--- config.mk ---
export PLATFORM = sky130hd
export DESIGN_NAME = assoc_bitslice_array
export DESIGN_NICKNAME = d
export VERILOG_FILES = /design/src/rtl/assoc_pkg.sv /design/src/rtl/assoc_slice_seq.sv /design/src/rtl/assoc_word_pe.sv /design/src/rtl/assoc_resolver.sv /design/src/rtl/assoc_bitslice_array.sv
export SDC_FILE = /design/constraint.sdc
export NUM_CORES = 1
export LEC_CHECK = 0
export ABC_AREA = 1
export BUFFER_PORTS_ARGS = -buffer_cell sky130_fd_sc_hd__buf_4
export CAP_MARGIN = 20
export CORE_UTILIZATION = 50
export DETAILED_ROUTE_END_ITERATION = 8
export GPL_TIMING_DRIVEN = 1
export PLACE_DENSITY_LB_ADDON = 0.05
export SLEW_MARGIN = 15
export SYNTH_ARGS = -nofsm -noshare
export SYNTH_HDL_FRONTEND = slang
export SYNTH_SLANG_ARGS = --single-unit
--- constraint.sdc ---
create_clock -name clk -period 4.2 [get_ports clk]
set_clock_uncertainty 0.1 [all_clocks]
set_input_delay 0.42 -clock clk [delete_from_list [all_inputs] [get_ports clk]]
set_output_delay 0.42 -clock clk [all_outputs]
set_load 0.03 [all_outputs]
--- src/rtl/assoc_pkg.sv ---
package assoc_pkg;
   typedef enum logic [2:0] {
      OP_IDLE  = 3'd0,
      OP_STORE = 3'd1,
      OP_KEY   = 3'd2,
      OP_MASK  = 3'd3,
      OP_PART  = 3'd4,
      OP_SRCH  = 3'd5,
      OP_ADD   = 3'd6,
      OP_READ  = 3'd7
   } assoc_op_e;
endpackage

--- src/rtl/assoc_slice_seq.sv ---
// Bit-slice sequencer: holds busy for WIDTH cycles and produces the column index.
module assoc_slice_seq #(
   parameter int WIDTH = 8,
   localparam int BW = (WIDTH > 1) ? $clog2(WIDTH) : 1
) (
   input  logic          clk,
   input  logic          rst_n,
   input  logic          start_srch,
   input  logic          start_add,
   output logic          busy,
   output logic          add_mode,
   output logic [BW-1:0] col
);
   localparam logic [BW-1:0] LAST = BW'(WIDTH - 1);

   logic [BW-1:0] cnt;

   always_ff @(posedge clk or negedge rst_n) begin
      if (!rst_n) begin
         busy     <= 1'b0;
         add_mode <= 1'b0;
         cnt      <= '0;
      end else if (!busy) begin
         if (start_srch || start_add) begin
            busy     <= 1'b1;
            add_mode <= start_add;
            cnt      <= '0;
         end
      end else if (cnt == LAST) begin
         busy <= 1'b0;
      end else begin
         cnt <= cnt + 1'b1;
      end
   end

   // add walks upward from bit 0, search walks downward from the top bit
   assign col = add_mode ? cnt : (LAST - cnt);
endmodule

--- src/rtl/assoc_word_pe.sv ---
// One word of storage with its one-bit processing element.
module assoc_word_pe #(
   parameter int WIDTH = 8,
   localparam int BW = (WIDTH > 1) ? $clog2(WIDTH) : 1
) (
   input  logic             clk,
   input  logic             rst_n,
   input  logic             store,
   input  logic [WIDTH-1:0] store_data,
   input  logic             part,
   input  logic             srch_init,
   input  logic             srch_step,
   input  logic             add_init,
   input  logic             add_step,
   input  logic [BW-1:0]    col,
   input  logic             key_bit,
   input  logic             mask_bit,
   output logic [WIDTH-1:0] word_o,
   output logic             match_o
);
   logic [WIDTH-1:0] mem;
   logic             match;
   logic             carry;
   logic             cur;
   logic             same;
   logic             sum;
   logic             cout;

   always_comb begin
      cur  = mem[col];
      same = ~(cur ^ key_bit);
      sum  = cur ^ key_bit ^ carry;
      cout = (cur & key_bit) | (cur & carry) | (key_bit & carry);
   end

   always_ff @(posedge clk or negedge rst_n) begin
      if (!rst_n) begin
         mem   <= '0;
         match <= 1'b0;
         carry <= 1'b0;
      end else begin
         if (store) mem <= store_data;
         if (part) begin
            if (srch_init) match <= 1'b1;
            if (srch_step) match <= match & (~mask_bit | same);
            if (add_init)  carry <= 1'b0;
            if (add_step) begin
               if (mask_bit) begin
                  mem[col] <= sum;
                  carry    <= cout;
               end else begin
                  carry    <= 1'b0;
               end
            end
         end
      end
   end

   assign word_o  = mem;
   assign match_o = match;
endmodule

--- src/rtl/assoc_resolver.sv ---
// Lowest-index-first multiple-match resolver.
module assoc_resolver #(
   parameter int WORDS = 8,
   localparam int IW = (WORDS > 1) ? $clog2(WORDS) : 1
) (
   input  logic [WORDS-1:0] req,
   output logic             any,
   output logic [IW-1:0]    idx
);
   always_comb begin
      any = |req;
      idx = '0;
      for (int i = WORDS - 1; i >= 0; i--) begin
         if (req[i]) idx = IW'(i);
      end
   end
endmodule

--- src/rtl/assoc_bitslice_array.sv ---
module assoc_bitslice_array
   import assoc_pkg::*;
#(
   parameter int WORDS = 8,
   parameter int WIDTH = 8,
   localparam int IW = (WORDS > 1) ? $clog2(WORDS) : 1,
   localparam int BW = (WIDTH > 1) ? $clog2(WIDTH) : 1
) (
   input  logic             clk,
   input  logic             rst_n,
   input  logic             cmd_valid,
   input  logic [2:0]       cmd_op,
   input  logic [IW-1:0]    cmd_addr,
   input  logic [WIDTH-1:0] cmd_data,
   input  logic [WORDS-1:0] part_data,
   output logic             busy,
   output logic [WORDS-1:0] resp_vec,
   output logic             rd_valid,
   output logic             rd_hit,
   output logic [IW-1:0]    rd_index,
   output logic [WIDTH-1:0] rd_word
);
   generate
      if (WORDS < 2) begin : g_bad_words
         $error("WORDS must be at least 2");
      end
      if (WIDTH < 2) begin : g_bad_width
         $error("WIDTH must be at least 2");
      end
   endgenerate

   logic             accept;
   assoc_op_e        op;
   logic [WIDTH-1:0] key_q;
   logic [WIDTH-1:0] mask_q;
   logic [WORDS-1:0] part_q;
   logic             add_mode;
   logic [BW-1:0]    col;
   logic             srch_init;
   logic             add_init;
   logic             srch_step;
   logic             add_step;
   logic [WIDTH-1:0] word_arr [WORDS];
   logic             sel_any;
   logic [IW-1:0]    sel_idx;

   assign op        = assoc_op_e'(cmd_op);
   assign accept    = cmd_valid & ~busy;
   assign srch_init = accept && (op == OP_SRCH);
   assign add_init  = accept && (op == OP_ADD);
   assign srch_step = busy & ~add_mode;
   assign add_step  = busy & add_mode;

   always_ff @(posedge clk or negedge rst_n) begin
      if (!rst_n) begin
         key_q  <= '0;
         mask_q <= '1;
         part_q <= '1;
      end else if (accept) begin
         if (op == OP_KEY)  key_q  <= cmd_data;
         if (op == OP_MASK) mask_q <= cmd_data;
         if (op == OP_PART) part_q <= part_data;
      end
   end

   assoc_slice_seq #(.WIDTH(WIDTH)) u_seq (
      .clk       (clk),
      .rst_n     (rst_n),
      .start_srch(srch_init),
      .start_add (add_init),
      .busy      (busy),
      .add_mode  (add_mode),
      .col       (col)
   );

   generate
      for (genvar w = 0; w < WORDS; w++) begin : g_pe
         logic store_w;
         assign store_w = accept && (op == OP_STORE) && (cmd_addr == IW'(w));
         assoc_word_pe #(.WIDTH(WIDTH)) u_pe (
            .clk       (clk),
            .rst_n     (rst_n),
            .store     (store_w),
            .store_data(cmd_data),
            .part      (part_q[w]),
            .srch_init (srch_init),
            .srch_step (srch_step),
            .add_init  (add_init),
            .add_step  (add_step),
            .col       (col),
            .key_bit   (key_q[col]),
            .mask_bit  (mask_q[col]),
            .word_o    (word_arr[w]),
            .match_o   (resp_vec[w])
         );
      end
   endgenerate

   assoc_resolver #(.WORDS(WORDS)) u_res (
      .req(resp_vec),
      .any(sel_any),
      .idx(sel_idx)
   );

   always_ff @(posedge clk or negedge rst_n) begin
      if (!rst_n) begin
         rd_valid <= 1'b0;
         rd_hit   <= 1'b0;
         rd_index <= '0;
         rd_word  <= '0;
      end else begin
         rd_valid <= accept && (op == OP_READ);
         if (accept && (op == OP_READ)) begin
            rd_hit   <= sel_any;
            rd_index <= sel_any ? sel_idx : '0;
            rd_word  <= sel_any ? word_arr[sel_idx] : '0;
         end
      end
   end
endmodule

==> summary.txt <==
max incr delay on CP = 0.63 ns
vias in the first global route = 7,064
CTS Buf Count = 17
Die H = 127 um
# clock sinks = 122
Pre-antenna DRT Iters = 6
synth unique cells = 38
H-tree levels = 4
outcome = complete, no violations
sequential area share after synthesis = 39.5%
Hold WC Path Type = input port to asynchronous set/reset pin
Mapped Area = 7780 um^2
Final Cell Area = 8750 um^2
Worst R2R End = g_pe[6].u_pe.word_o[1]$_DFF_PN0_
CTS Hold Buffers Added = 0
CP Cell Sequence = nand2_1, nand2_4, inv_2, o21ai_0, o21ai_0, nor2_1, inv_1, fa_1, inv_1, nand3_1, nand2_1
critical path class = flip-flop to flip-flop
gr usage total = 32.8%
Setup crit end = g_pe[6].u_pe.word_o[1]$_DFF_PN0_
FF-to-FF path depth = 11
Final Hold Viols = 0
Avg Synthesized Cell Area = 7.10 um^2
Worst path depth = 11
drt drc = 0
Post-Syn Instances = 1,095
ys async rst share = 100%
Critical Path AT = 3.81 ns
fmax = 0.282 GHz
Die Area = 16,100 um^2
crit path max fanout = 45
largest area contributor in the netlist = dfrtp_1
R2R Setup Slk = 0.65 ns
Main synth FF type = dfrtp_1
via count = 7,547
PortBufs = 46
slew margin rel. = 37.0%
Worst-path clk slew = 0.06 ns
first-pass GRT wire length = 39,500 um
gpl congestion = 0.911
Setup Fix Bufs, Post-CTS = 0
Iter 0 DRT Violations = 686
number of synthesized flops with an enable pin = 0
crit path time final = 3.55 ns
top-area cell type share of the netlist area = 34.1%
# setup viols final = 0
fillers = 1,487
total core area = 15,200 um^2
CTS tree = done
Synth area leaders = dfrtp_1 34%, nand2_1 16%, nand3_1 10%
Detailed Route WL = 24,800 um
largest net degree at the start of global routing = 72
CP delay by family, top = simple AND/OR/NAND/NOR gates
ANT nets after route = 0
layout cells sized above 1 = 11.4%
syn_nets = 1,138
worst-margin pin slew = 0.945 ns
Crit. End Element = flip-flop
ANT cells = 0
RSZ-0062 raised after global routing = false
GR Overflow Total = 0
register bit total from synthesis = 122
Via density = 5.73
fin crit share = 84.5%
final hold slack = 0.0328 ns
Die Span X = 127 um
R2R Path Start = u_seq.add_mode$_DFFE_PN0P_
drt wl/cell = 18.8 um
DP Area = 8180 um^2
post_cts resized = 0
synth warn = 0
CTS Buffer Depth = 2
Buffers & Inverters on Critical Path = 3
Final Net Count = 1,159
Area growth syn-to-layout = 12.5%
later-pin clock latency in the skew report = 0.43 ns
Worst EP required = 4.46 ns
initial antenna violation count = 0
initial core utilization = 51.2%
num rows = 45
CTS root buffer = clkbuf_16
Ports = 47
crit path launch type = flip-flop
Max Slew Vio Count = 0
Post-DP HPWL = 17,600 um
max-cap violations = 0
setup tns final = 0 ns
slowest cell on the critical path = dfrtp_1
Worst Setup SP = u_seq.add_mode$_DFFE_PN0P_
## worst min path at each step
stage,to,startpoint
final,u_seq.cnt[2]$_DFFE_PN0P_,rst_n
after global routing,g_pe[0].u_pe.match_o$_DFFE_PN0P_,rst_n
after CTS,u_seq.cnt[2]$_DFFE_PN0P_,rst_n
after detailed placement,rd_word[2]$_DFFE_PN0P_,rd_word[2]$_DFFE_PN0P_
after global placement,rd_hit$_DFFE_PN0P_,rd_hit$_DFFE_PN0P_
after floorplan,g_pe[0].u_pe.carry$_DFFE_PN0P_,rst_n
## layout by cell type, fill, tap and decap left out, types with 3 or more instances in the layout
cell       instances
nand2_1          326
nand3_1          155
o21ai_0          152
inv_1            111
dfrtp_1          106
buf_4             57
nor2_1            32
a21oi_1           31
clkbuf_16         17
dfstp_2           16
nand4_1           14
nor3_1            10
o21ai_1           10
ha_1              10
nand3b_1           9
o211ai_1           8
fa_1               8
o31ai_1            7
inv_2              6
clkinv_2           4
clkbuf_1           4
nand3_2            3
nor3_4             3
clkbuf_8           3
## layout make-up
| type | count | area [um^2] | area share (%) |
|---|---|---|---|
| Clock buffer | 24 | 482 | 5.50 |
| Clock inverter | 8 | 95.1 | 1.09 |
| Inverter | 119 | 447 | 5.10 |
| Multi-Input combinational cell | 798 | 3980 | 45.4 |
| Sequential cell | 122 | 3070 | 35.1 |
| Tap cell | 188 | 235 | 2.69 |
| Timing Repair Buffer | 58 | 443 | 5.06 |
## logic make-up after synthesis
family,after synthesis,share of synthesized area (%)
buffers and inverters,175,9.38
xor gates and xnor gates,4,0.740
and+or+nand+nor,564,32.3
DFF,122,39.5
adders and majority gates,18,3.67
AOI/OAI and AO/OA,212,14.4
## routing by layer
| metal | track usage, % | vias up | wire [um] |
|---|---|---|---|
| li1 | - | 3624 | - |
| met1 | 42.0 | 3537 | 10300 |
| met2 | 54.8 | 339 | 11900 |
| met3 | 6.83 | 47 | 1920 |
| met4 | 12.3 | 0 | 629 |
| met5 | 0 | - | 0 |
## worst reg2reg max path, delay by kind of cell, from the launching register on
family                   cells  cell delay [ns]
flip-flops                   1             0.63
buffers and inverters        3             0.68
adder cells (fa/ha/maj)      1             0.50
AND/OR/NAND/NOR              5             0.95
AO/OA/AOI/OAI                2             0.61
## cells in the mapped netlist (all sizes together), types with 2 or more instances
cell	count
o211ai	8
fa	8
nor3	15
o31ai	7
xnor2	2
nor2	36
dfstp	16
o21ai	162
buf	18
clkbuf	38
clkinv	2
nand2	329
dfrtp	106
inv	117
nand4	15
a21oi	31
nand3b	9
a32o	2
nand3	158
ha	10
xor2	2
## stage by stage
stage	std cells	utilization, %	setup slack, ns
floorplan	1095	-	1.49
global route	1317	57.6	0.344
detailed placement	1285	53.8	0.708
global placement	1284	53.7	0.710
CTS	1317	57.6	0.685
finish	1317	57.6	0.653
## state kept, by name (all words and copies together), names as in the netlist, 8 cells and up
name	flops
g_pe.u_pe.word_o	64
g_pe.u_pe.carry	8
g_pe.u_pe.match_o	8
key_q	8
mask_q	8
part_q	8
rd_word	8
Power is left out: the tool's default activity adds up to more than one toggle a clock period on the data nets, which glitch-free logic cannot reach.
